==> config.mk <==
export PLATFORM = sky130hd
export DESIGN_NAME = sec_guard
export DESIGN_NICKNAME = d
export VERILOG_FILES = /design/src/rtl/sec_pkg.sv /design/src/rtl/sec_store.sv /design/src/rtl/sec_decode.sv /design/src/rtl/sec_access.sv /design/src/rtl/sec_guard.sv
export SDC_FILE = /design/constraint.sdc
export NUM_CORES = 1
export LEC_CHECK = 0
export BUFFER_PORTS_ARGS = -buffer_cell sky130_fd_sc_hd__buf_2
export CORE_ASPECT_RATIO = 1.1
export CORE_MARGIN = 2
export CORE_UTILIZATION = 26
export CTS_CLUSTER_SIZE = 10
export DETAILED_ROUTE_END_ITERATION = 12
export PLACE_DENSITY_LB_ADDON = 0.3
export SLEW_MARGIN = 20
export SYNTH_ARGS = -nofsm -noshare
export SYNTH_HDL_FRONTEND = slang
export SYNTH_HIERARCHICAL = 1
export SYNTH_SLANG_ARGS = --single-unit
==> constraint.sdc <==
create_clock -name clk -period 2.15 [get_ports clk]
set_input_delay 0.43 -clock clk [delete_from_list [all_inputs] [get_ports clk]]
set_output_delay 0.43 -clock clk [all_outputs]
set_load 0.02 [all_outputs]
==> src/rtl/sec_pkg.sv <==
package sec_pkg;

  // Program merge: bits can only fall; reserved bits are held at one.
  function automatic logic [7:0] prog_merge(input logic [7:0] cur,
                                            input logic [7:0] din,
                                            input logic [7:0] rsv);
    return cur & (din | rsv);
  endfunction

  // True when an address falls inside the internal program space.
  function automatic logic in_internal(input logic [15:0] a,
                                       input logic [15:0] last);
    return a <= last;
  endfunction

  typedef enum logic [1:0] {ROUTE_NONE, ROUTE_INT, ROUTE_EXT} route_e;

endpackage

==> src/rtl/sec_store.sv <==
module sec_store #(
  parameter int          DW       = 8,
  parameter logic [7:0]  RSV_MASK = 8'h78,
  parameter logic [7:0]  INIT_VAL = 8'hFF
) (
  input  logic          clk,
  input  logic          rst_n,
  input  logic          pgm_hit,
  input  logic          ers_hit,
  input  logic [DW-1:0] wdata,
  output logic [DW-1:0] q
);
  import sec_pkg::*;

  localparam logic [DW-1:0] ALL_ONES = '1;

  always_ff @(posedge clk or negedge rst_n) begin
    if (!rst_n)       q <= INIT_VAL | RSV_MASK;
    else if (ers_hit) q <= ALL_ONES;
    else if (pgm_hit) q <= prog_merge(q, wdata, RSV_MASK);
  end
endmodule

==> src/rtl/sec_decode.sv <==
module sec_decode #(
  parameter int         DW       = 8,
  parameter int         LOCK_BIT = 0,
  parameter int         INH_BIT  = 1,
  parameter int         ENC_BIT  = 2,
  parameter int         GAIN_BIT = 7,
  parameter logic [7:0] RSV_MASK = 8'h78
) (
  input  logic [DW-1:0] q,
  output logic          lock_on,
  output logic          inhibit_on,
  output logic          scramble_en,
  output logic          half_gain,
  output logic          rsv_intact
);
  // Active-low encodings: a cleared bit turns its feature on.
  assign lock_on     = ~q[LOCK_BIT];
  assign inhibit_on  = ~q[INH_BIT];
  assign scramble_en = ~q[ENC_BIT];
  assign half_gain   = ~q[GAIN_BIT];
  assign rsv_intact  = &(q | ~RSV_MASK);
endmodule

==> src/rtl/sec_access.sv <==
module sec_access #(
  parameter int          AW       = 16,
  parameter int          DW       = 8,
  parameter logic [15:0] SEC_ADDR = 16'hFFFF,
  parameter logic [15:0] INT_LAST = 16'h1FFF
) (
  input  logic          prog_mode,
  input  logic [AW-1:0] pm_addr,
  input  logic [DW-1:0] arr_rdata,
  input  logic [DW-1:0] q,
  input  logic          lock_on,
  input  logic          inhibit_on,
  output logic [DW-1:0] pm_rdata,
  input  logic          tbl_req,
  input  logic [AW-1:0] tbl_addr,
  input  logic [AW-1:0] fetch_pc,
  output logic          tbl_int,
  output logic          tbl_ext,
  output logic          tbl_blocked
);
  import sec_pkg::*;

  localparam logic [DW-1:0] BLANK = '1;

  logic   rd_open, tgt_int, from_int, allow_int;
  route_e route;

  assign rd_open = prog_mode & ~lock_on;

  always_comb begin
    if (!rd_open)                pm_rdata = BLANK;
    else if (pm_addr == SEC_ADDR) pm_rdata = q;
    else                         pm_rdata = arr_rdata;
  end

  assign tgt_int   = in_internal(tbl_addr, INT_LAST);
  assign from_int  = in_internal(fetch_pc, INT_LAST);
  assign allow_int = from_int | ~inhibit_on;

  always_comb begin
    route = ROUTE_NONE;
    if (tbl_req) route = (tgt_int && allow_int) ? ROUTE_INT : ROUTE_EXT;
  end

  assign tbl_int     = (route == ROUTE_INT);
  assign tbl_ext     = (route == ROUTE_EXT);
  assign tbl_blocked = tbl_req & tgt_int & ~allow_int;
endmodule

==> src/rtl/sec_guard.sv <==
module sec_guard #(
  parameter int          AW       = 16,
  parameter int          DW       = 8,
  parameter logic [15:0] SEC_ADDR = 16'hFFFF,
  parameter logic [15:0] INT_LAST = 16'h1FFF,
  parameter logic [7:0]  RSV_MASK = 8'h78,
  parameter logic [7:0]  INIT_VAL = 8'hFF,
  parameter int          LOCK_BIT = 0,
  parameter int          INH_BIT  = 1,
  parameter int          ENC_BIT  = 2,
  parameter int          GAIN_BIT = 7
) (
  input  logic          clk,
  input  logic          rst_n,
  input  logic          prog_mode,
  input  logic [AW-1:0] pm_addr,
  input  logic [DW-1:0] pm_wdata,
  input  logic          pm_prog,
  input  logic          pm_erase,
  input  logic [DW-1:0] arr_rdata,
  output logic [DW-1:0] pm_rdata,
  input  logic          tbl_req,
  input  logic [AW-1:0] tbl_addr,
  input  logic [AW-1:0] fetch_pc,
  output logic          tbl_int,
  output logic          tbl_ext,
  output logic          tbl_blocked,
  output logic [DW-1:0] sec_q,
  output logic          lock_on,
  output logic          inhibit_on,
  output logic          scramble_en,
  output logic          half_gain
);
  // Named internal events, visible to the bound checker.
  logic ers_hit, pgm_hit, rsv_intact;

  assign ers_hit = prog_mode & pm_erase;
  assign pgm_hit = prog_mode & pm_prog & (pm_addr == SEC_ADDR)
                 & ~lock_on & ~ers_hit;

  sec_store #(.DW(DW), .RSV_MASK(RSV_MASK), .INIT_VAL(INIT_VAL)) u_store (
    .clk(clk), .rst_n(rst_n), .pgm_hit(pgm_hit), .ers_hit(ers_hit),
    .wdata(pm_wdata), .q(sec_q)
  );

  sec_decode #(.DW(DW), .LOCK_BIT(LOCK_BIT), .INH_BIT(INH_BIT),
               .ENC_BIT(ENC_BIT), .GAIN_BIT(GAIN_BIT),
               .RSV_MASK(RSV_MASK)) u_dec (
    .q(sec_q), .lock_on(lock_on), .inhibit_on(inhibit_on),
    .scramble_en(scramble_en), .half_gain(half_gain),
    .rsv_intact(rsv_intact)
  );

  sec_access #(.AW(AW), .DW(DW), .SEC_ADDR(SEC_ADDR),
               .INT_LAST(INT_LAST)) u_acc (
    .prog_mode(prog_mode), .pm_addr(pm_addr), .arr_rdata(arr_rdata),
    .q(sec_q), .lock_on(lock_on), .inhibit_on(inhibit_on),
    .pm_rdata(pm_rdata), .tbl_req(tbl_req), .tbl_addr(tbl_addr),
    .fetch_pc(fetch_pc), .tbl_int(tbl_int), .tbl_ext(tbl_ext),
    .tbl_blocked(tbl_blocked)
  );
endmodule

==> run metrics <==
Seq pwr share=0.329; Crit Path Category=input pin to output port; row count=16; port buffer count=62; Die Height=50.9 µm; max-cap viol count=0; final worst path period share=0.964; Area Growth Syn to Fin=67.8%; Ports=93; Wirelength per Cell=10.5 µm; HP Class=input pin to asynchronous set/reset pin; share of cells above drive strength 1=0.574; Finished Cell Area=873 µm²; critical path fanouts, max=8; NetSw=0.0816 mW; hpwl dp=1.35 mm; Max Buffers Root-to-Sink=2; DR iter-0 viols=4; DRC Markers=0; grt total ovfl=0; Syn Area/Cell=7.65 µm²; ant diodes=0; placed cell count=152; TritonRoute pass-1 iters=4; RePlAce Congestion=0.706; largest net degree at the start of global routing=17; vias per inst=4.54; CTS H-tree depth=1; P per Cell Area=330 mW/mm²; GRT Total Usage=0.132; Pleak=0.499 nW; Worst path slowest cell=or4_4; Setup crit end kind=output port; Clk pin slew, worst setup/hold paths=0.05 ns; yosys warns=6; Nets=200; Core ar.=0.00184 mm²; Routed WL=1.64 mm; Data required, critical path=1.72 ns; final std cells w/o fill=156; fin crit period=2.07 ns; clk sinks=5; Hold Buf Count CTS=0; commonest non-fill, non-tap cells in the layout=buf_2, nor2_1, mux2i_1; RSZ-0062 raised after global routing=false; fin. max-slew vios=0; vias in the first global route=598; Layout fillers=209; CTS tree=built; Synth Instances=68; clk_skew=0.00430 ns; GR Util met1=0.141; most common cell after layout, fill and taps aside=buf_2; Slew HR=0.773; status=complete, no violations; met2 GRT Util=0.229; CP arrival=1.64 ns; Syn Nets=138; Max VDD drop=0.376 mV; setup TNS=0 ns; Crit path top cell by count=buf_2; Initial Util=0.283; initial antenna violation count=0; Num CTS Buffers=3; post-place instance area=831 µm²; Root Driver=clkbuf_4; Max Clk Rate=483 MHz; cell family with most CP delay=simple AND/OR/NAND/NOR gates; Critical Path, Cell by Cell=buf_2 -> nand4_1 -> or4_4 -> buf_8 -> mux2i_1 -> buf_2; endpoints failing setup=0; Power Internal=0.207 mW; post-route ant nets=0; clk_lat worst skew=0.24 ns; Syn Std Cell Area=520 µm²; Largest register FFs=5; first-pass GRT wire length=2.30 mm; Die X=46.7 µm; final hold vios=0; crit start category=input pin; DIE AREA=0.00238 mm²; measured slew at the worst slew-check pin=0.337 ns; buffers and inverters on the worst path=3; largest register by flop count=u_store/q; Most Crowded Layer GR=met2; worst setup margin=0.0776 ns; DR vias=709; top flop regs=u_store/q x5; Comb pwr share=0.294; Clk network pwr share=0.377; CP max stage delay=0.53 ns; pre-CTS setup slack=0.0705 ns; met3 Track Usage GR=0.0671; switching part of the total=0.283
==> cell type report <==
class	instances	area, µm²	share of cell area
tap	27	33.8	0.0387
clock buffer	4	26.3	0.0301
inverter	4	15.0	0.0172
sequential	5	131	0.150
timing repair buffer	63	328	0.375
multi-input combinational	53	339	0.388
==> path summary, 6_finish.rpt <==
kind,depth (start not counted),start,to,slack (ns)
max reg2reg,6,u_store/q[0],u_store/q[7],0.41
min reg2reg,1,u_store/q[7],u_store/q[7],0.53
max,6,pm_addr[13],pm_rdata[0],0.08
max in group asynchronous,1,rst_n,u_store/q[0],1.95
min,1,rst_n,u_store/q[2],0.18
min in group clk,3,pm_wdata[0],u_store/q[0],0.48
==> metrics by stage <==
| step | power, mW | util | hold slack [ns] |
|---|---|---|---|
| 6_report | 0.288 | 0.474 | 0.178 |
| 5_1_grt | 0.312 | 0.474 | 0.173 |
| 4_1_cts | 0.294 | 0.465 | 0.177 |
| 3_5_place_dp | 0.180 | 0.451 | 0.441 |
| 3_3_place_gp | 0.178 | 0.451 | 0.440 |
| 2_1_floorplan | 0.129 | - | 0.282 |
==> layer usage <==
layer | up-vias | wire length, µm
li1 | 359 | -
met1 | 324 | 657
met2 | 26 | 852
met3 | 0 | 126
met4 | 0 | 0
met5 | - | 0
==> worst reg2reg max path, cell delays in order (launching register included) <==
cell and delay, ns:
dfstp_2 0.55, inv_1 0.06, nand4b_1 0.15, or3_1 0.32, nor3_2 0.32, nand2b_1 0.10
a21o_1 0.18
==> power groups by stage <==
| stage | Combinational (mW) | Clock (mW) | Sequential, mW |
|---|---|---|---|
| floorplan | 0.0333 | 0 | 0.0959 |
| global placement | 0.0816 | 0 | 0.0959 |
| detailed placement | 0.0836 | 0 | 0.0959 |
| CTS | 0.0838 | 0.115 | 0.0948 |
| global route | 0.0933 | 0.124 | 0.0947 |
| finish | 0.0847 | 0.109 | 0.0949 |
==> what timing repair did <==
| item | in CTS | in global routing |
|---|---|---|
| buffers inserted | 0 | 0 |
| resized for setup | 0 | 5 |
| endpoints found under the setup margin | 0 | 8 |
Note: power is estimated with default switching activity, not from simulation.
